`config.mk`:
```
export PLATFORM = sky130hd
export DESIGN_NAME = trap_seq
export DESIGN_NICKNAME = d
export VERILOG_FILES = /design/src/rtl/trap_pkg.sv /design/src/rtl/trap_route.sv /design/src/rtl/trap_mbank.sv /design/src/rtl/trap_hsbank.sv /design/src/rtl/trap_vsbank.sv /design/src/rtl/trap_seq.sv
export SDC_FILE = /design/constraint.sdc
export NUM_CORES = 1
export LEC_CHECK = 0
export BUFFER_PORTS_ARGS = -buffer_cell sky130_fd_sc_hd__clkbuf_2
export CORE_AREA = 2 2 322 324
export CTS_BUF_LIST = sky130_fd_sc_hd__clkbuf_4
export CTS_CLUSTER_DIAMETER = 120
export DETAILED_ROUTE_END_ITERATION = 8
export DIE_AREA = 0 0 324 326
export PLACE_DENSITY = 0.43
export SLEW_MARGIN = 20
export SYNTH_ARGS = -nofsm -noshare
export SYNTH_HDL_FRONTEND = slang
export SYNTH_HIERARCHICAL = 1
export SYNTH_SLANG_ARGS = --single-unit
```
`constraint.sdc`:
```
create_clock -name clk -period 4.2 [get_ports clk]
set_input_delay 0.84 -clock clk [delete_from_list [all_inputs] [get_ports clk]]
set_output_delay 0.84 -clock clk [all_outputs]
set_load 0.03 [all_outputs]
```
`src/rtl/trap_pkg.sv`:
```
package trap_pkg;

  localparam logic [1:0] PRV_U = 2'd0;
  localparam logic [1:0] PRV_S = 2'd1;
  localparam logic [1:0] PRV_M = 2'd3;

  typedef enum logic [1:0] {
    DST_M  = 2'd0,
    DST_HS = 2'd1,
    DST_VS = 2'd2
  } trap_dst_e;

  // Destination choice from the current mode and the two delegation bits
  // already selected for this cause.
  function automatic trap_dst_e pick_dst(input logic [1:0] prv, input logic v,
                                         input logic mdel, input logic hdel);
    if (prv == PRV_M || !mdel) return DST_M;
    if (v && hdel)             return DST_VS;
    return DST_HS;
  endfunction

endpackage

```
`src/rtl/trap_route.sv`:
```
module trap_route
  import trap_pkg::*;
#(
  parameter int CW = 5
) (
  input  logic                 irq,
  input  logic [CW-1:0]        cause,
  input  logic [1:0]           prv,
  input  logic                 virt,
  input  logic [(1<<CW)-1:0]   medeleg,
  input  logic [(1<<CW)-1:0]   mideleg,
  input  logic [(1<<CW)-1:0]   hedeleg,
  input  logic [(1<<CW)-1:0]   hideleg,
  output trap_dst_e            dst
);

  logic m_bit;
  logic h_bit;

  assign m_bit = irq ? mideleg[cause] : medeleg[cause];
  assign h_bit = irq ? hideleg[cause] : hedeleg[cause];
  assign dst   = pick_dst(prv, virt, m_bit, h_bit);

endmodule

```
`src/rtl/trap_mbank.sv`:
```
module trap_mbank #(
  parameter int         XLEN    = 32,
  parameter logic [1:0] RST_MPP = 2'd1,
  parameter logic       RST_MPV = 1'b1
) (
  input  logic            clk,
  input  logic            rst_n,
  input  logic            ent,
  input  logic            ret,
  input  logic [1:0]      old_prv,
  input  logic            old_virt,
  input  logic            gva,
  input  logic [XLEN-1:0] cause_w,
  input  logic [XLEN-1:0] pc,
  input  logic [XLEN-1:0] tval,
  input  logic [XLEN-1:0] tval2,
  input  logic [XLEN-1:0] tinst,
  output logic            mie,
  output logic            mpie,
  output logic [1:0]      mpp,
  output logic            mpv,
  output logic            gva_q,
  output logic [XLEN-1:0] epc,
  output logic [XLEN-1:0] cause_q,
  output logic [XLEN-1:0] tval_q,
  output logic [XLEN-1:0] tval2_q,
  output logic [XLEN-1:0] tinst_q
);

  always_ff @(posedge clk) begin
    if (!rst_n) begin
      mie     <= 1'b0;
      mpie    <= 1'b0;
      mpp     <= RST_MPP;
      mpv     <= RST_MPV;
      gva_q   <= 1'b0;
      epc     <= '0;
      cause_q <= '0;
      tval_q  <= '0;
      tval2_q <= '0;
      tinst_q <= '0;
    end else if (ent) begin
      mpv     <= old_virt;
      mpp     <= old_prv;
      gva_q   <= gva;
      mpie    <= mie;
      mie     <= 1'b0;
      epc     <= pc;
      cause_q <= cause_w;
      tval_q  <= tval;
      tval2_q <= tval2;
      tinst_q <= tinst;
    end else if (ret) begin
      mpp  <= 2'd0;
      mpv  <= 1'b0;
      mie  <= mpie;
      mpie <= 1'b1;
    end
  end

  // MRET moves the saved enable back and leaves previous fields cleared
  a_r8_mret_enable: assert property (@(posedge clk) disable iff (!rst_n)
    (ret && !ent) |=> (mie == $past(mpie)) && mpie && (mpp == 2'd0) && !mpv);

  // entry always disables machine interrupts
  a_r3_entry_mie_off: assert property (@(posedge clk) disable iff (!rst_n)
    ent |=> !mie && (mpie == $past(mie)));

endmodule

```
`src/rtl/trap_hsbank.sv`:
```
module trap_hsbank #(
  parameter int XLEN = 32
) (
  input  logic            clk,
  input  logic            rst_n,
  input  logic            ent,
  input  logic            ret,
  input  logic            old_s,
  input  logic            old_virt,
  input  logic            gva,
  input  logic [XLEN-1:0] cause_w,
  input  logic [XLEN-1:0] pc,
  input  logic [XLEN-1:0] tval,
  input  logic [XLEN-1:0] tval2,
  input  logic [XLEN-1:0] tinst,
  output logic            sie,
  output logic            spie,
  output logic            spp,
  output logic            spv,
  output logic            spvp,
  output logic            gva_q,
  output logic [XLEN-1:0] epc,
  output logic [XLEN-1:0] cause_q,
  output logic [XLEN-1:0] tval_q,
  output logic [XLEN-1:0] htval,
  output logic [XLEN-1:0] htinst
);

  always_ff @(posedge clk) begin
    if (!rst_n) begin
      sie     <= 1'b0;
      spie    <= 1'b0;
      spp     <= 1'b0;
      spv     <= 1'b0;
      spvp    <= 1'b0;
      gva_q   <= 1'b0;
      epc     <= '0;
      cause_q <= '0;
      tval_q  <= '0;
      htval   <= '0;
      htinst  <= '0;
    end else if (ent) begin
      spv     <= old_virt;
      if (old_virt) spvp <= old_s;
      gva_q   <= gva;
      spp     <= old_s;
      spie    <= sie;
      sie     <= 1'b0;
      epc     <= pc;
      cause_q <= cause_w;
      tval_q  <= tval;
      htval   <= tval2;
      htinst  <= tinst;
    end else if (ret) begin
      spv  <= 1'b0;
      spp  <= 1'b0;
      sie  <= spie;
      spie <= 1'b1;
    end
  end

  // a trap taken from a non-virtual mode leaves the guest previous-mode bit
  a_r5_spvp_hold: assert property (@(posedge clk) disable iff (!rst_n)
    (ent && !old_virt) |=> $stable(spvp));

  // SRET at V=0 clears the saved V and re-arms SPIE
  a_r9_sret_clears: assert property (@(posedge clk) disable iff (!rst_n)
    (ret && !ent) |=> !spv && !spp && spie);

endmodule

```
`src/rtl/trap_vsbank.sv`:
```
module trap_vsbank #(
  parameter int XLEN     = 32,
  parameter bit DBL_TRAP = 1'b1
) (
  input  logic            clk,
  input  logic            rst_n,
  input  logic            ent,
  input  logic            ret,
  input  logic            clr,
  input  logic            old_s,
  input  logic [XLEN-1:0] cause_w,
  input  logic [XLEN-1:0] pc,
  input  logic [XLEN-1:0] tval,
  output logic            sie,
  output logic            spie,
  output logic            spp,
  output logic            sdt,
  output logic [XLEN-1:0] epc,
  output logic [XLEN-1:0] cause_q,
  output logic [XLEN-1:0] tval_q
);

  always_ff @(posedge clk) begin
    if (!rst_n) begin
      sie     <= 1'b0;
      spie    <= 1'b0;
      spp     <= 1'b0;
      epc     <= '0;
      cause_q <= '0;
      tval_q  <= '0;
    end else if (ent) begin
      spp     <= old_s;
      spie    <= sie;
      sie     <= 1'b0;
      epc     <= pc;
      cause_q <= cause_w;
      tval_q  <= tval;
    end else if (ret) begin
      spp  <= 1'b0;
      sie  <= spie;
      spie <= 1'b1;
    end
  end

  generate
    if (DBL_TRAP) begin : g_sdt
      logic sdt_q;
      always_ff @(posedge clk) begin
        if (!rst_n)          sdt_q <= 1'b0;
        else if (ent)        sdt_q <= 1'b1;
        else if (ret || clr) sdt_q <= 1'b0;
      end
      assign sdt = sdt_q;

      // the returns that must clear the double-trap flag do so
      a_r11_sdt_clear: assert property (@(posedge clk) disable iff (!rst_n)
        ((ret || clr) && !ent) |=> !sdt);
    end else begin : g_no_sdt
      assign sdt = 1'b0;
    end
  endgenerate

  // a VS return re-arms SPIE and clears the saved mode
  a_r10_vs_ret: assert property (@(posedge clk) disable iff (!rst_n)
    (ret && !ent) |=> spie && !spp && (sie == $past(spie)));

endmodule

```
`src/rtl/trap_seq.sv`:
```
module trap_seq
  import trap_pkg::*;
#(
  parameter int         XLEN     = 32,
  parameter int         CW       = 5,
  parameter logic [1:0] RST_MPP  = 2'd1,
  parameter logic       RST_MPV  = 1'b1,
  parameter bit         DBL_TRAP = 1'b1
) (
  input  logic                clk,
  input  logic                rst_n,
  input  logic                trap_req,
  input  logic                trap_irq,
  input  logic [CW-1:0]       trap_cause,
  input  logic [XLEN-1:0]     trap_pc,
  input  logic [XLEN-1:0]     trap_tval,
  input  logic [XLEN-1:0]     trap_tval2,
  input  logic [XLEN-1:0]     trap_tinst,
  input  logic                trap_gva,
  input  logic                mret_req,
  input  logic                sret_req,
  input  logic [(1<<CW)-1:0]  medeleg,
  input  logic [(1<<CW)-1:0]  mideleg,
  input  logic [(1<<CW)-1:0]  hedeleg,
  input  logic [(1<<CW)-1:0]  hideleg,
  input  logic [XLEN-1:0]     m_tvec,
  input  logic [XLEN-1:0]     s_tvec,
  input  logic [XLEN-1:0]     vs_tvec,
  output logic [1:0]          priv,
  output logic                virt,
  output logic                redir_vld,
  output logic [XLEN-1:0]     redir_pc,
  output logic                m_mie,
  output logic                m_mpie,
  output logic [1:0]          m_mpp,
  output logic                m_mpv,
  output logic                m_gva,
  output logic [XLEN-1:0]     mepc,
  output logic [XLEN-1:0]     mcause,
  output logic [XLEN-1:0]     mtval,
  output logic [XLEN-1:0]     mtval2,
  output logic [XLEN-1:0]     mtinst,
  output logic                s_sie,
  output logic                s_spie,
  output logic                s_spp,
  output logic                h_spv,
  output logic                h_spvp,
  output logic                h_gva,
  output logic [XLEN-1:0]     sepc,
  output logic [XLEN-1:0]     scause,
  output logic [XLEN-1:0]     stval,
  output logic [XLEN-1:0]     htval,
  output logic [XLEN-1:0]     htinst,
  output logic                vs_sie,
  output logic                vs_spie,
  output logic                vs_spp,
  output logic                vs_sdt,
  output logic [XLEN-1:0]     vsepc,
  output logic [XLEN-1:0]     vscause,
  output logic [XLEN-1:0]     vstval
);

  localparam int PADW = XLEN - 1 - CW;

  function automatic logic [XLEN-1:0] mk_cause(input logic irq, input logic [CW-1:0] c);
    return {irq, {PADW{1'b0}}, c};
  endfunction

  // Named events, visible to the assertions
  trap_dst_e       dst;
  logic            ev_trap;
  logic            ev_mret;
  logic            ev_sret;
  logic            ev_sret_hs;
  logic            ev_sret_vs;
  logic            ent_m;
  logic            ent_hs;
  logic            ent_vs;
  logic            vs_sdt_clr;
  logic [XLEN-1:0] cause_w;
  logic [1:0]      nxt_priv;
  logic            nxt_virt;
  logic [XLEN-1:0] nxt_pc;

  trap_route #(.CW(CW)) u_route (
    .irq     (trap_irq),
    .cause   (trap_cause),
    .prv     (priv),
    .virt    (virt),
    .medeleg (medeleg),
    .mideleg (mideleg),
    .hedeleg (hedeleg),
    .hideleg (hideleg),
    .dst     (dst)
  );

  assign cause_w    = mk_cause(trap_irq, trap_cause);
  assign ev_trap    = trap_req;
  assign ev_mret    = !trap_req && mret_req && (priv == PRV_M);
  assign ev_sret    = !trap_req && !ev_mret && sret_req && (priv != PRV_U);
  assign ev_sret_hs = ev_sret && !virt;
  assign ev_sret_vs = ev_sret && virt;
  assign ent_m      = ev_trap && (dst == DST_M);
  assign ent_hs     = ev_trap && (dst == DST_HS);
  assign ent_vs     = ev_trap && (dst == DST_VS);
  assign vs_sdt_clr = ev_sret_hs && h_spv && !s_spp;

  always_comb begin
    nxt_priv = priv;
    nxt_virt = virt;
    nxt_pc   = redir_pc;
    if (ent_m) begin
      nxt_priv = PRV_M;
      nxt_virt = 1'b0;
      nxt_pc   = m_tvec;
    end else if (ent_hs) begin
      nxt_priv = PRV_S;
      nxt_virt = 1'b0;
      nxt_pc   = s_tvec;
    end else if (ent_vs) begin
      nxt_priv = PRV_S;
      nxt_virt = 1'b1;
      nxt_pc   = vs_tvec;
    end else if (ev_mret) begin
      nxt_priv = m_mpp;
      nxt_virt = (m_mpp == PRV_M) ? 1'b0 : m_mpv;
      nxt_pc   = mepc;
    end else if (ev_sret_hs) begin
      nxt_priv = {1'b0, s_spp};
      nxt_virt = h_spv;
      nxt_pc   = sepc;
    end else if (ev_sret_vs) begin
      nxt_priv = {1'b0, vs_spp};
      nxt_virt = 1'b1;
      nxt_pc   = vsepc;
    end
  end

  always_ff @(posedge clk) begin
    if (!rst_n) begin
      priv      <= PRV_M;
      virt      <= 1'b0;
      redir_vld <= 1'b0;
      redir_pc  <= '0;
    end else begin
      priv      <= nxt_priv;
      virt      <= nxt_virt;
      redir_vld <= ev_trap || ev_mret || ev_sret;
      redir_pc  <= nxt_pc;
    end
  end

  trap_mbank #(.XLEN(XLEN), .RST_MPP(RST_MPP), .RST_MPV(RST_MPV)) u_mbank (
    .clk      (clk),
    .rst_n    (rst_n),
    .ent      (ent_m),
    .ret      (ev_mret),
    .old_prv  (priv),
    .old_virt (virt),
    .gva      (trap_gva),
    .cause_w  (cause_w),
    .pc       (trap_pc),
    .tval     (trap_tval),
    .tval2    (trap_tval2),
    .tinst    (trap_tinst),
    .mie      (m_mie),
    .mpie     (m_mpie),
    .mpp      (m_mpp),
    .mpv      (m_mpv),
    .gva_q    (m_gva),
    .epc      (mepc),
    .cause_q  (mcause),
    .tval_q   (mtval),
    .tval2_q  (mtval2),
    .tinst_q  (mtinst)
  );

  trap_hsbank #(.XLEN(XLEN)) u_hsbank (
    .clk      (clk),
    .rst_n    (rst_n),
    .ent      (ent_hs),
    .ret      (ev_sret_hs),
    .old_s    (priv[0]),
    .old_virt (virt),
    .gva      (trap_gva),
    .cause_w  (cause_w),
    .pc       (trap_pc),
    .tval     (trap_tval),
    .tval2    (trap_tval2),
    .tinst    (trap_tinst),
    .sie      (s_sie),
    .spie     (s_spie),
    .spp      (s_spp),
    .spv      (h_spv),
    .spvp     (h_spvp),
    .gva_q    (h_gva),
    .epc      (sepc),
    .cause_q  (scause),
    .tval_q   (stval),
    .htval    (htval),
    .htinst   (htinst)
  );

  trap_vsbank #(.XLEN(XLEN), .DBL_TRAP(DBL_TRAP)) u_vsbank (
    .clk     (clk),
    .rst_n   (rst_n),
    .ent     (ent_vs),
    .ret     (ev_sret_vs),
    .clr     (vs_sdt_clr),
    .old_s   (priv[0]),
    .cause_w (cause_w),
    .pc      (trap_pc),
    .tval    (trap_tval),
    .sie     (vs_sie),
    .spie    (vs_spie),
    .spp     (vs_spp),
    .sdt     (vs_sdt),
    .epc     (vsepc),
    .cause_q (vscause),
    .tval_q  (vstval)
  );

  // a VS-bound trap leaves every HS register and status bit alone
  a_r6_vs_keeps_hs: assert property (@(posedge clk) disable iff (!rst_n)
    ent_vs |=> $stable(sepc) && $stable(scause) && $stable(stval) && $stable(htval)
               && $stable(htinst) && $stable(s_sie) && $stable(s_spie) && $stable(s_spp)
               && $stable(h_spv) && $stable(h_spvp) && $stable(h_gva) && virt);

  // a trap taken in M never leaves M
  a_r2_m_stays_m: assert property (@(posedge clk) disable iff (!rst_n)
    (trap_req && priv == PRV_M) |=> (priv == PRV_M) && !virt);

  // MRET with saved mode 3 returns to M with V cleared
  a_r8_mpp3_novirt: assert property (@(posedge clk) disable iff (!rst_n)
    (ev_mret && m_mpp == PRV_M) |=> (priv == PRV_M) && !virt);

  // MRET below M without other requests changes nothing
  a_r13_mret_ignored: assert property (@(posedge clk) disable iff (!rst_n)
    (mret_req && !trap_req && !sret_req && priv != PRV_M)
      |=> $stable(priv) && $stable(virt) && !redir_vld);

  // no request, no redirect
  a_r12_no_redirect: assert property (@(posedge clk) disable iff (!rst_n)
    (!trap_req && !mret_req && !sret_req) |=> !redir_vld);

endmodule

```
==> results of run 1 <==
[cells in the mapped netlist (2+ instances only)]
cell type                   count  share of area
sky130_fd_sc_hd__nand2b_1       6         0.0018
sky130_fd_sc_hd__buf_2         15         0.0036
sky130_fd_sc_hd__o22ai_1        4         0.0012
sky130_fd_sc_hd__buf_4         15         0.0054
sky130_fd_sc_hd__a21oi_1       34         0.0082
sky130_fd_sc_hd__dfxtp_1      468           0.45
sky130_fd_sc_hd__mux4_1        10          0.013
sky130_fd_sc_hd__mux4_2        18          0.019
sky130_fd_sc_hd__nor3b_1        5         0.0018
sky130_fd_sc_hd__nor4bb_1       2        0.00096
sky130_fd_sc_hd__a2bb2oi_1      3         0.0013
sky130_fd_sc_hd__a221oi_1       2        0.00084
sky130_fd_sc_hd__inv_1          5        0.00090
sky130_fd_sc_hd__o31ai_1        4         0.0014
sky130_fd_sc_hd__o21ai_0      116          0.028
sky130_fd_sc_hd__buf_1          3        0.00054
sky130_fd_sc_hd__a31oi_1       34          0.010
sky130_fd_sc_hd__clkbuf_1      80          0.014
sky130_fd_sc_hd__a21o_1        33          0.012
sky130_fd_sc_hd__o21a_1         2        0.00072
sky130_fd_sc_hd__o21ai_1       17         0.0041
sky130_fd_sc_hd__mux2i_1      466           0.22
sky130_fd_sc_hd__mux2_2         7         0.0038
sky130_fd_sc_hd__nor2b_1      421           0.13
sky130_fd_sc_hd__buf_6         18         0.0097
sky130_fd_sc_hd__o311ai_0       2        0.00084
sky130_fd_sc_hd__nor2_1         9         0.0016
sky130_fd_sc_hd__a22o_1         4         0.0017
sky130_fd_sc_hd__mux2_1         2         0.0011
sky130_fd_sc_hd__and3_1         2        0.00060
sky130_fd_sc_hd__o311a_1        3         0.0014
sky130_fd_sc_hd__nand3_1        5         0.0012
sky130_fd_sc_hd__buf_8         22          0.016
sky130_fd_sc_hd__nand2_1      142          0.026
[worst max-delay path, stage by stage]
cell                        delay, ns
sky130_fd_sc_hd__clkbuf_2        0.31
sky130_fd_sc_hd__buf_12          0.21
sky130_fd_sc_hd__mux4_2          0.50
sky130_fd_sc_hd__mux4_2          0.51
sky130_fd_sc_hd__a2bb2oi_1       0.17
sky130_fd_sc_hd__nand4b_1        0.20
sky130_fd_sc_hd__o2bb2a_4        0.20
sky130_fd_sc_hd__nand2b_1        0.24
sky130_fd_sc_hd__nor2_4          0.23
sky130_fd_sc_hd__buf_12          0.19
sky130_fd_sc_hd__buf_12          0.19
sky130_fd_sc_hd__mux2i_1         0.26
sky130_fd_sc_hd__nor2b_1         0.08
[metrics by stage]
stage	setup slack [ns]	utilization	area, sq um
after global placement	-0.06306	0.2653	27220
after global routing	0.8558	0.2948	30250
final	0.8500	0.2948	30250
after CTS	1.069	0.2946	30230
after floorplan	0.1642	-	21140
after detailed placement	-0.1487	0.2653	27220
[sequential cells by signal, indices dropped and copies added, names as in the netlist, 2 cells and up]
name	flops
u_vsbank/cause_q	32
u_vsbank/tval_q	32
u_hsbank/tval_q	32
u_mbank/tval2_q	32
redir_pc	32
u_mbank/mpp	2
u_vsbank/epc	32
u_mbank/tval_q	32
priv	2
u_mbank/tinst_q	32
u_hsbank/epc	32
u_hsbank/htval	32
u_hsbank/htinst	32
u_mbank/cause_q	32
u_hsbank/cause_q	32
u_mbank/epc	32
[logic make-up after synthesis]
| logic type | synth area share |
|---|---|
| flops | 0.4492 |
| buf+inv | 0.05220 |
| mux | 0.2606 |
| other cells | 0.0001798 |
| compound gates | 0.07403 |
| simple gates | 0.1638 |
[area by class of cell]
| class | count | share of cell area |
|---|---|---|
| flip-flops and latches | 468 | 0.3097 |
| repair buffers | 1060 | 0.2176 |
| clock buffers | 209 | 0.05187 |
| inverters | 7 | 0.001034 |
| clock inverters | 27 | 0.006907 |
| multi-input cells | 1444 | 0.3552 |
| well taps | 1380 | 0.05708 |
| diodes | 7 | 0.0005791 |
[final timing paths]
| check | to | slack (ns) | cells past startpoint | from |
|---|---|---|---|---|
| worst min register to register | u_hsbank/spvp | 0.47 | 2 | u_hsbank/spvp |
| worst min-delay path | u_mbank/epc[14] | 0.19 | 3 | trap_pc[14] |
| worst max-delay path | u_hsbank/htval[8] | 0.85 | 13 | trap_cause[1] |
| worst max register to register | redir_pc[24] | 1.29 | 11 | virt |
[where the power goes]
part           switching (mW)  total [mW]  internal, mW
Combinational            1.32        2.23         0.918
Sequential              0.146        4.81          4.66
Clock                    2.16        4.56          2.40
Total                    3.62        11.6          7.98
[routing by layer]
layer / track usage / share of wire / wire [um] / vias up
met5: 0 / 0.00057 / 48 / -
met4: 0.06441 / 0.031 / 2597 / 8
met3: 0.05017 / 0.070 / 5955 / 165
met2: 0.2552 / 0.48 / 40570 / 649
met1: 0.1821 / 0.42 / 35510 / 8648
li1: - / - / - / 9147
[repair_timing]
item,4_1_cts,5_1_grt
hold endpoints to repair,294,0
setup buffers,0,0
hold buffers,123,0
==> parameters.txt, run 1 <==
Parameter                              Value

Floorplan
  Io pins    approximately 830
  Initial cell density of the core    0.2032
  Placeable core area    about 100000 sq um
  Die boundary height    about 330 um
  Die Area    ~110000 sq um
  Row Count    118
  Horiz. Die Dim    324 um

Timing
  Worst slack on hold paths    between 0.15 and 0.2 ns
  Final Critical Period    3.350 ns
  Top achievable clock speed    298.5 MHz
  Final period utilization    0.7976
  Worst Tran Pin Value    roughly 0.83 ns
  Setup Viol. Count Final    0
  Worst slew slack as a fraction of its limit    0.4371
  Endpoints failing hold    0
  Unrepaired setup endpoints after global routing    no
  Setup TNS    0 ns
  Clk_skew    about 0.044 ns
  Number of pins with negative max-slew slack in the final report    0

Critical path
  Critical Path End Type    flip-flop
  Critical path arrival    about 4.2 ns
  CP Max Fanout    17
  Startpoint type of the worst setup path    primary input
  Endpoint required time on the critical path    5.05 ns
  Critical Setup Path Class    in -> reg

Detailed routing
  Residual DRC    0
  Via density    about 4
  Drt initial violations    707
  Average wire per standard cell    ~18 um
  Routed Antenna Nets    0
  Number of detailed-routing iterations run before antenna repair    4
  Final WL    between 80 and 90 mm
  Via count    around 19000

Place
  Detailed placer's ending HPWL    between 60 and 70 mm
  Number of placed cells counting well taps    4236
  Number of port buffers    831
  Routability congestion estimate from global placement    0.8739

Cells and area
  Layout fillers    11020
  Share of final-layout standard cells stronger than drive strength 1    0.3736
  Final cell count without fillers    about 4600
  Area Overhead vs Synth    45.05%
  Total area of multi-input combinational cells    between 10000 and 15000 sq um
  Combined flip-flop and latch cell area    about 9400 sq um
  Most common library cell in the layout ignoring fill and taps    sky130_fd_sc_hd__clkbuf_2
  Layout net count    about 3500
  Leading cell types in the layout, fill and taps excluded    sky130_fd_sc_hd__clkbuf_2 (830), sky130_fd_sc_hd__dfxtp_1 (468), sky130_fd_sc_hd__mux2i_1 (466)

Clocking
  CTS sink count    roughly 470
  Clk slew on worst S/H paths    0.05 ns
  Later-pin clock latency in the skew report    0.99 ns
  Max Root-Sink Buffers    3
  Root Buffer Master    sky130_fd_sc_hd__clkbuf_4
  Count of cells resized by post-cts repair    0
  Number of CTS-inserted buffers    approximately 140
  H-Tree Depth    4
  Clock tree from TritonCTS    built

Global routing
  GRT Total Usage    0.1541
  Global-route wire length before repair    approximately 120 mm
  Initial antenna violation count    14
  Largest net degree at the start of global routing    140
  Number of global-route vias before repair    between 15000 and 20000
  Sum of overflow across all layers after global routing    0

Power
  P per Cell Area    383.4 nW/um^2
  Total power draw    roughly 12 mW
  Peak ir drop on the vdd network    0.1892 mV
  Standby leakage power    roughly 13 nW

Yosys
  Async S/R FF share, synth    0
  Portion of the post-synthesis area used by sequential elements    0.4492
  Netlist area before placement    approximately 21000 sq um
  Number of warnings reported in the yosys synthesis log    6
  Syn avg cell area    around 10 sq um
  Flip-flop and latch count after synthesis    468
  Cell variety after synth    52
  Count of mapped cells out of synthesis    approximately 2000
  Number of flops mapped to enable cells by yosys    0
  Most common flop cell mapped by yosys    sky130_fd_sc_hd__dfxtp_1

Outcome
  Outcome    completed

Job
  Max-Cap Viols    0

Hold path
  Classification of the worst-slack hold path    in -> reg
Power figures use the tool's default switching activity.
==> inputs of run 2 (changes only) <==
- PLACE_DENSITY: 0.43 -> 0.41
- clock period: 4.2 -> 3.1 ns (I/O delays scaled with it)
==> parameters.txt, run 2 (synthesized netlist as in run 1, its figures left out) <==
Parameter                              Value

Floorplan
  Initial cell density of the core    0.2032 (unchanged)
  Io pins    832 (unchanged)
  Die boundary height    326 um (unchanged)
  Horiz. Die Dim    324 um (unchanged)
  Die Area    105600 sq um (unchanged)
  Placeable core area    102600 sq um (unchanged)
  Row Count    118 (unchanged)

Hold path
  Hold_sp    m_tvec[0]
  Classification of the worst-slack hold path    in -> reg

Global routing
  Sum of overflow across all layers after global routing    0 (unchanged)
  Largest net degree at the start of global routing    104 (-26%)
  Initial antenna violation count    9 (-5)
  GRT Total Usage    0.1626 (+0.008488)
  Global-route wire length before repair    127.5 mm (+4.8%)
  Number of global-route vias before repair    19490 (+4.6%)

Power
  Net switching power of the design    5.011 mW (+38%)
  Standby leakage power    13.51 nW (+4.4%)
  Sequential cell fraction of total power    0.404 (-0.011)
  P per Cell Area    510.1 nW/um^2 (+33%)
  Peak ir drop on the vdd network    0.2885 mV (+53%)
  Portion of total power attributed to the clock network    0.398 (+0.005)
  Internal power of the cells    11.10 mW (+39%)
  Total power draw    16.11 mW (+39%)
  Combinational group share of total power    0.198 (+0.005)
  Fraction of power spent switching nets    0.3110 (-0.001182)

Critical path
  Worst setup path start    trap_cause[1]
  Worst R2R Start    priv[0]
  CP Max Fanout    16 (-1)
  Startpoint type of the worst setup path    primary input
  Endpoint required time on the critical path    4.00 ns (-1.05 ns)
  Critical Path End Type    flip-flop
  Peak per-stage delay on the critical path    0.57 ns (+0.06 ns)
  Critical path arrival    4.00 ns (-0.20 ns)
  Slowest CP cell    sky130_fd_sc_hd__dlygate4sd3_1
  Critical Setup Path Class    in -> reg
  Sequence of cells on the critical path    clkbuf_2, buf_12, buf_4, buf_4, mux4_1, mux2i_1, nand3_1, nor4bb_2, a211oi_4, buf_12, mux2i_1, dlygate4sd3_1, o21ai_1, nand2_1, a31oi_1

Place
  Number of port buffers    831 (unchanged)
  Detailed placer's ending HPWL    67.12 mm (+5.4%)
  Number of placed cells counting well taps    4254 (+0.42%)
  Placed instance area    27480 sq um (+0.94%)
  Routability congestion estimate from global placement    0.8713 (-0.30%)
  Worst-case setup slack after placement    -0.8916 ns (-0.7429 ns)

Timing
  Worst Tran Pin Value    0.5912 ns (-0.2417 ns)
  Endpoints failing hold    0 (unchanged)
  Worst slew slack as a fraction of its limit    0.6059 (+0.1687)
  Unrepaired setup endpoints after global routing    no
  Clk_skew    0.05287 ns (+0.008489 ns)
  Final Critical Period    around 3.1 ns
  Final period utilization    0.9999
  Number of pins with negative max-slew slack in the final report    0 (unchanged)
  Final setup slack of the worst path    0.0002811 ns (-0.8497 ns)
  Setup Viol. Count Final    0 (unchanged)
  Top achievable clock speed    ~320 MHz

Job
  Max-Cap Viols    0 (unchanged)

Clocking
  Max Root-Sink Buffers    3 (unchanged)
  Root Buffer Master    sky130_fd_sc_hd__clkbuf_4
  H-Tree Depth    4 (unchanged)
  Later-pin clock latency in the skew report    1.00 ns (about the same)
  CTS sink count    468 (unchanged)
  Clk slew on worst S/H paths    0.06 ns (about the same)
  Clock tree from TritonCTS    built
  Setup fix buffers added after clock tree synthesis    0 (unchanged)
  Number of CTS-inserted buffers    147 (+3.5%)

Cells and area
  Area Overhead vs Synth    51.46%
  Layout net count    3606 (+3.4%)
  Total area of multi-input combinational cells    10750 sq um (about the same)
  Final cell count without fillers    4739 (+3.0%)
  Layout Utilization    0.3078 (+0.01303)
  Final instance area    31590 sq um (+4.4%)
  Leading cell types in the layout, fill and taps excluded    sky130_fd_sc_hd__clkbuf_2 (829), sky130_fd_sc_hd__dfxtp_1 (468), sky130_fd_sc_hd__mux2i_1 (466)
  Layout fillers    11050 (+0.31%)
  Share of final-layout standard cells stronger than drive strength 1    0.3661 (-0.007511)
  Combined flip-flop and latch cell area    9369 sq um (unchanged)
  Most common library cell in the layout ignoring fill and taps    sky130_fd_sc_hd__clkbuf_2

Outcome
  Outcome    completed

Detailed routing
  Via count    19060 (+2.4%)
  Number of detailed-routing iterations run before antenna repair    4 (unchanged)
  Routed Antenna Nets    0 (unchanged)
  Final WL    89.28 mm (+5.4%)
  Residual DRC    0 (unchanged)
  Drt initial violations    755 (+6.8%)
  Average wire per standard cell    18.84 um (+2.4%)
  Via density    4.021 (-0.60%)
## run 2: changes by cell type in the layout (fill, tap and decap cells not counted), moves of 2 or more
cell	delta
sky130_fd_sc_hd__buf_12	+9
sky130_fd_sc_hd__mux4_2	+3
sky130_fd_sc_hd__o311ai_0	-2
sky130_fd_sc_hd__inv_2	+3
sky130_fd_sc_hd__clkinv_4	-3
sky130_fd_sc_hd__bufinv_16	+2
sky130_fd_sc_hd__mux4_1	-3
sky130_fd_sc_hd__dlygate4sd3_1	+96
sky130_fd_sc_hd__clkinv_1	+22
sky130_fd_sc_hd__o311ai_1	+2
sky130_fd_sc_hd__buf_4	+9
## run 2: per-stage QoR
stage	hold WS, ns	setup TNS (ns)
after floorplan	0.5819	-147.44
after detailed placement	0.4613	-360.53
final	0.1903	0
after global routing	0.02811	0
after CTS	0.0008618	0
after global placement	0.4589	-343.76
## run 2: worst paths after layout
path                                      end  slack [ns]  depth (start not counted)
worst max-delay path             redir_pc[30]      0.0003                         15
worst min-delay path              redir_pc[0]        0.19                          5
worst max register to register   redir_pc[30]        0.38                          9
worst min register to register  u_hsbank/spvp        0.47                          2
## run 2: cell type report
class | instances | share of cell area
inverter | 7 | 0.0009903
antenna | 7 | 0.0005545
clock inverter | 51 | 0.01069
tap | 1380 | 0.05466
timing repair buffer | 1174 | 0.2467
clock buffer | 208 | 0.04943
multi-input combinational | 1444 | 0.3404
sequential | 468 | 0.2966
## run 2: power groups by stage
stage          Combinational, mW  Clock (mW)  Sequential [mW]
2_1_floorplan               1.27           0             7.18
3_3_place_gp                2.99           0             6.64
3_5_place_dp                2.99           0             6.64
4_1_cts                     3.23        6.78             6.51
5_1_grt                     3.41        7.13             6.54
6_report                    3.19        6.42             6.51
## run 2: worst max-delay path, delay by kind of cell
family          cells  cell delay (ns)
compound gates      3             0.68
simple gates        3             0.38
mux                 3             0.82
buf+inv             6             1.50
## run 2: metal layers
metal | up-vias | global-route usage | share of wire
met5 | - | 0.008163 | 0.0013
met4 | 2 | 0.06169 | 0.026
met3 | 144 | 0.05757 | 0.072
met2 | 668 | 0.2750 | 0.49
met1 | 8837 | 0.1862 | 0.42
li1 | 9406 | - | -
## run 2: what timing repair did
item | 4_1_cts | 5_1_grt
resized for setup | 0 | 0
endpoints found under the hold margin | 371 | 0
hold buffers | 219 | 0
==> inputs of run 3 (changes only) <==
- BUFFER_PORTS_ARGS: -buffer_cell sky130_fd_sc_hd__clkbuf_2 -> default
- DONT_BUFFER_PORTS: default -> 1
- PLACE_DENSITY: 0.41 -> 0.34
==> parameters.txt, run 3 (synthesized netlist as in run 1, its figures left out) <==
Parameter                              Value

Critical path
  Critical path arrival    4.01 ns (about the same)
  Reg2Reg Depth    11 (+2)
  Startpoint type of the worst setup path    primary input
  Critical Path End Type    flip-flop
  Endpoint required time on the critical path    3.94 ns (-0.06 ns)
  CP Max Fanout    29 (+13)
  Critical Setup Path Class    in -> reg

Clocking
  Number of CTS-inserted buffers    145 (-1.4%)
  Clock tree from TritonCTS    built
  Root Buffer Master    sky130_fd_sc_hd__clkbuf_4
  H-Tree Depth    4 (unchanged)
  CTS sink count    468 (unchanged)
  Later-pin clock latency in the skew report    0.98 ns (-0.02 ns)
  Max Root-Sink Buffers    3 (unchanged)
  Clk slew on worst S/H paths    0.06 ns (about the same)

Global routing
  Number of global-route vias before repair    17260 (-11%)
  GRT Total Usage    0.1528 (-0.009819)
  Sum of overflow across all layers after global routing    0 (unchanged)
  Largest net degree at the start of global routing    472 (+350%)
  Global-route wire length before repair    119.4 mm (-6.4%)
  Initial antenna violation count    17 (+8)

Detailed routing
  Residual DRC    0 (unchanged)
  Average wire per standard cell    21.59 um (+15%)
  Via density    4.277 (+6.4%)
  Routed Antenna Nets    0 (unchanged)
  Final WL    86.59 mm (-3.0%)
  Number of detailed-routing iterations run before antenna repair    5 (+1)
  Drt initial violations    795 (+5.3%)
  Via count    17150 (-10%)

Floorplan
  Row Count    118 (unchanged)
  Horiz. Die Dim    324 um (unchanged)
  Placeable core area    102600 sq um (unchanged)
  Die boundary height    326 um (unchanged)
  Io pins    832 (unchanged)
  Die Area    105600 sq um (unchanged)
  Initial cell density of the core    0.2032 (unchanged)

Timing
  Final setup slack of the worst path    -0.07424 ns (-0.07452 ns)
  Final period utilization    1.024 (+0.02404)
  Worst Tran Pin Value    1.871 ns (+1.280 ns)
  Final Critical Period    3.174 ns (+0.07452 ns)
  Setup TNS    -1.518 ns (-1.518 ns)
  Worst slew slack as a fraction of its limit    -0.2473 (-0.8532)
  Endpoints failing hold    0 (unchanged)
  Number of pins with negative max-slew slack in the final report    174 (+174)
  Top achievable clock speed    315.0 MHz (-2.3%)
  Setup Viol. Count Final    66 (+66)
  Clk_skew    0.06797 ns (+0.01509 ns)
  Worst slack on hold paths    0.05358 ns (-0.1368 ns)

Power
  Total power draw    15.37 mW (-4.6%)
  P per Cell Area    537.9 nW/um^2 (+5.4%)
  Standby leakage power    10.58 nW (-22%)
  Peak ir drop on the vdd network    0.2845 mV (-1.4%)

Cells and area
  Most common library cell in the layout ignoring fill and taps    sky130_fd_sc_hd__dfxtp_1
  Final instance area    28580 sq um (-9.5%)
  Leading cell types in the layout, fill and taps excluded    sky130_fd_sc_hd__dfxtp_1 (468), sky130_fd_sc_hd__mux2i_1 (466), sky130_fd_sc_hd__nor2b_1 (420)
  Layout Utilization    0.2785 (-0.02934)
  Layout net count    2904 (-19%)
  Share of final-layout standard cells stronger than drive strength 1    0.1325 (-0.2336)
  Combined flip-flop and latch cell area    9369 sq um (unchanged)
  Final cell count without fillers    4011 (-15%)
  Total area of multi-input combinational cells    10760 sq um (about the same)
  Layout fillers    10930 (-1.1%)
  Area Overhead vs Synth    37.03%

Place
  Number of port buffers    0 (-100%)
  Routability congestion estimate from global placement    0.8562 (-1.7%)
  Number of placed cells counting well taps    3381 (-21%)
  Detailed placer's ending HPWL    59.37 mm (-12%)
  Placed instance area    22840 sq um (-17%)
  Worst-case setup slack after placement    -0.7728 ns (+0.1188 ns)

Outcome
  Violated checks    max-slew violations, negative setup slack
  Outcome    finished, violations left

Job
  Max-Cap Viols    0 (unchanged)

Hold path
  Classification of the worst-slack hold path    in -> reg
  Worst hold path cell count    4 (-1)
[run 3: cell count changes in the layout (fill, tap and decap cells not counted), moves of 2 or more]
cell / change
sky130_fd_sc_hd__buf_12: -10
sky130_fd_sc_hd__clkinv_1: -22
sky130_fd_sc_hd__clkinv_2: -2
sky130_fd_sc_hd__dlygate4sd3_1: +169
sky130_fd_sc_hd__buf_16: +2
sky130_fd_sc_hd__clkbuf_4: -9
sky130_fd_sc_hd__clkbuf_2: -829
sky130_fd_sc_hd__diode_2: +5
sky130_fd_sc_hd__buf_4: -31
[run 3: worst paths after layout]
path	start	to	slack, ns
setup / recovery	trap_cause[1]	u_mbank/tval2_q[7]	-0.07
hold / removal	s_tvec[18]	redir_pc[18]	0.05
setup reg to reg	virt	u_mbank/tval2_q[7]	0.19
hold reg to reg	u_hsbank/htval[16]	u_hsbank/htval[16]	0.67
[run 3: repair_timing]
action                                 CTS  global route
setup buffers                            0             1
endpoints found under the hold margin  468           325
setup endpoints to repair                0            86
resized for setup                        0             3
hold buffers                           302            89
[run 3: area by class of cell]
class | count | area share
repair buffers | 474 | 0.1732
diodes | 12 | 0.001051
flip-flops and latches | 468 | 0.3278
inverters | 7 | 0.001095
multi-input cells | 1444 | 0.3764
clock inverters | 27 | 0.007793
well taps | 1380 | 0.06042
clock buffers | 199 | 0.05228
[run 3: worst max-delay path, stage by stage]
cell and delay [ns]:
sky130_fd_sc_hd__mux4_2 0.54, sky130_fd_sc_hd__mux4_2 0.59, sky130_fd_sc_hd__a2bb2oi_1 0.18, sky130_fd_sc_hd__and4b_4 0.22, sky130_fd_sc_hd__o2bb2a_4 0.23, sky130_fd_sc_hd__nand2b_4 0.19, sky130_fd_sc_hd__nor2_4 0.21, sky130_fd_sc_hd__buf_12 0.14
sky130_fd_sc_hd__buf_12 0.18, sky130_fd_sc_hd__mux2i_1 0.22, sky130_fd_sc_hd__nor2b_1 0.07, sky130_fd_sc_hd__dlygate4sd3_1 0.56
[run 3: per-layer routing]
layer / vias up / global-route usage / wire (um)
li1: 7954 / - / -
met1: 8280 / 0.1680 / 33270
met2: 753 / 0.2586 / 42430
met3: 167 / 0.06335 / 8162
met4: 0 / 0.06230 / 2734
met5: - / 0 / 0
[run 3: power breakdown]
part           switching, mW  leakage [nW]  internal [mW]  total (mW)
registers              0.910          3.82           6.32        7.23
clock network           2.89          1.02           3.18        6.07
logic                  0.931          5.75           1.14        2.07
total                   4.73          10.6           10.6        15.4
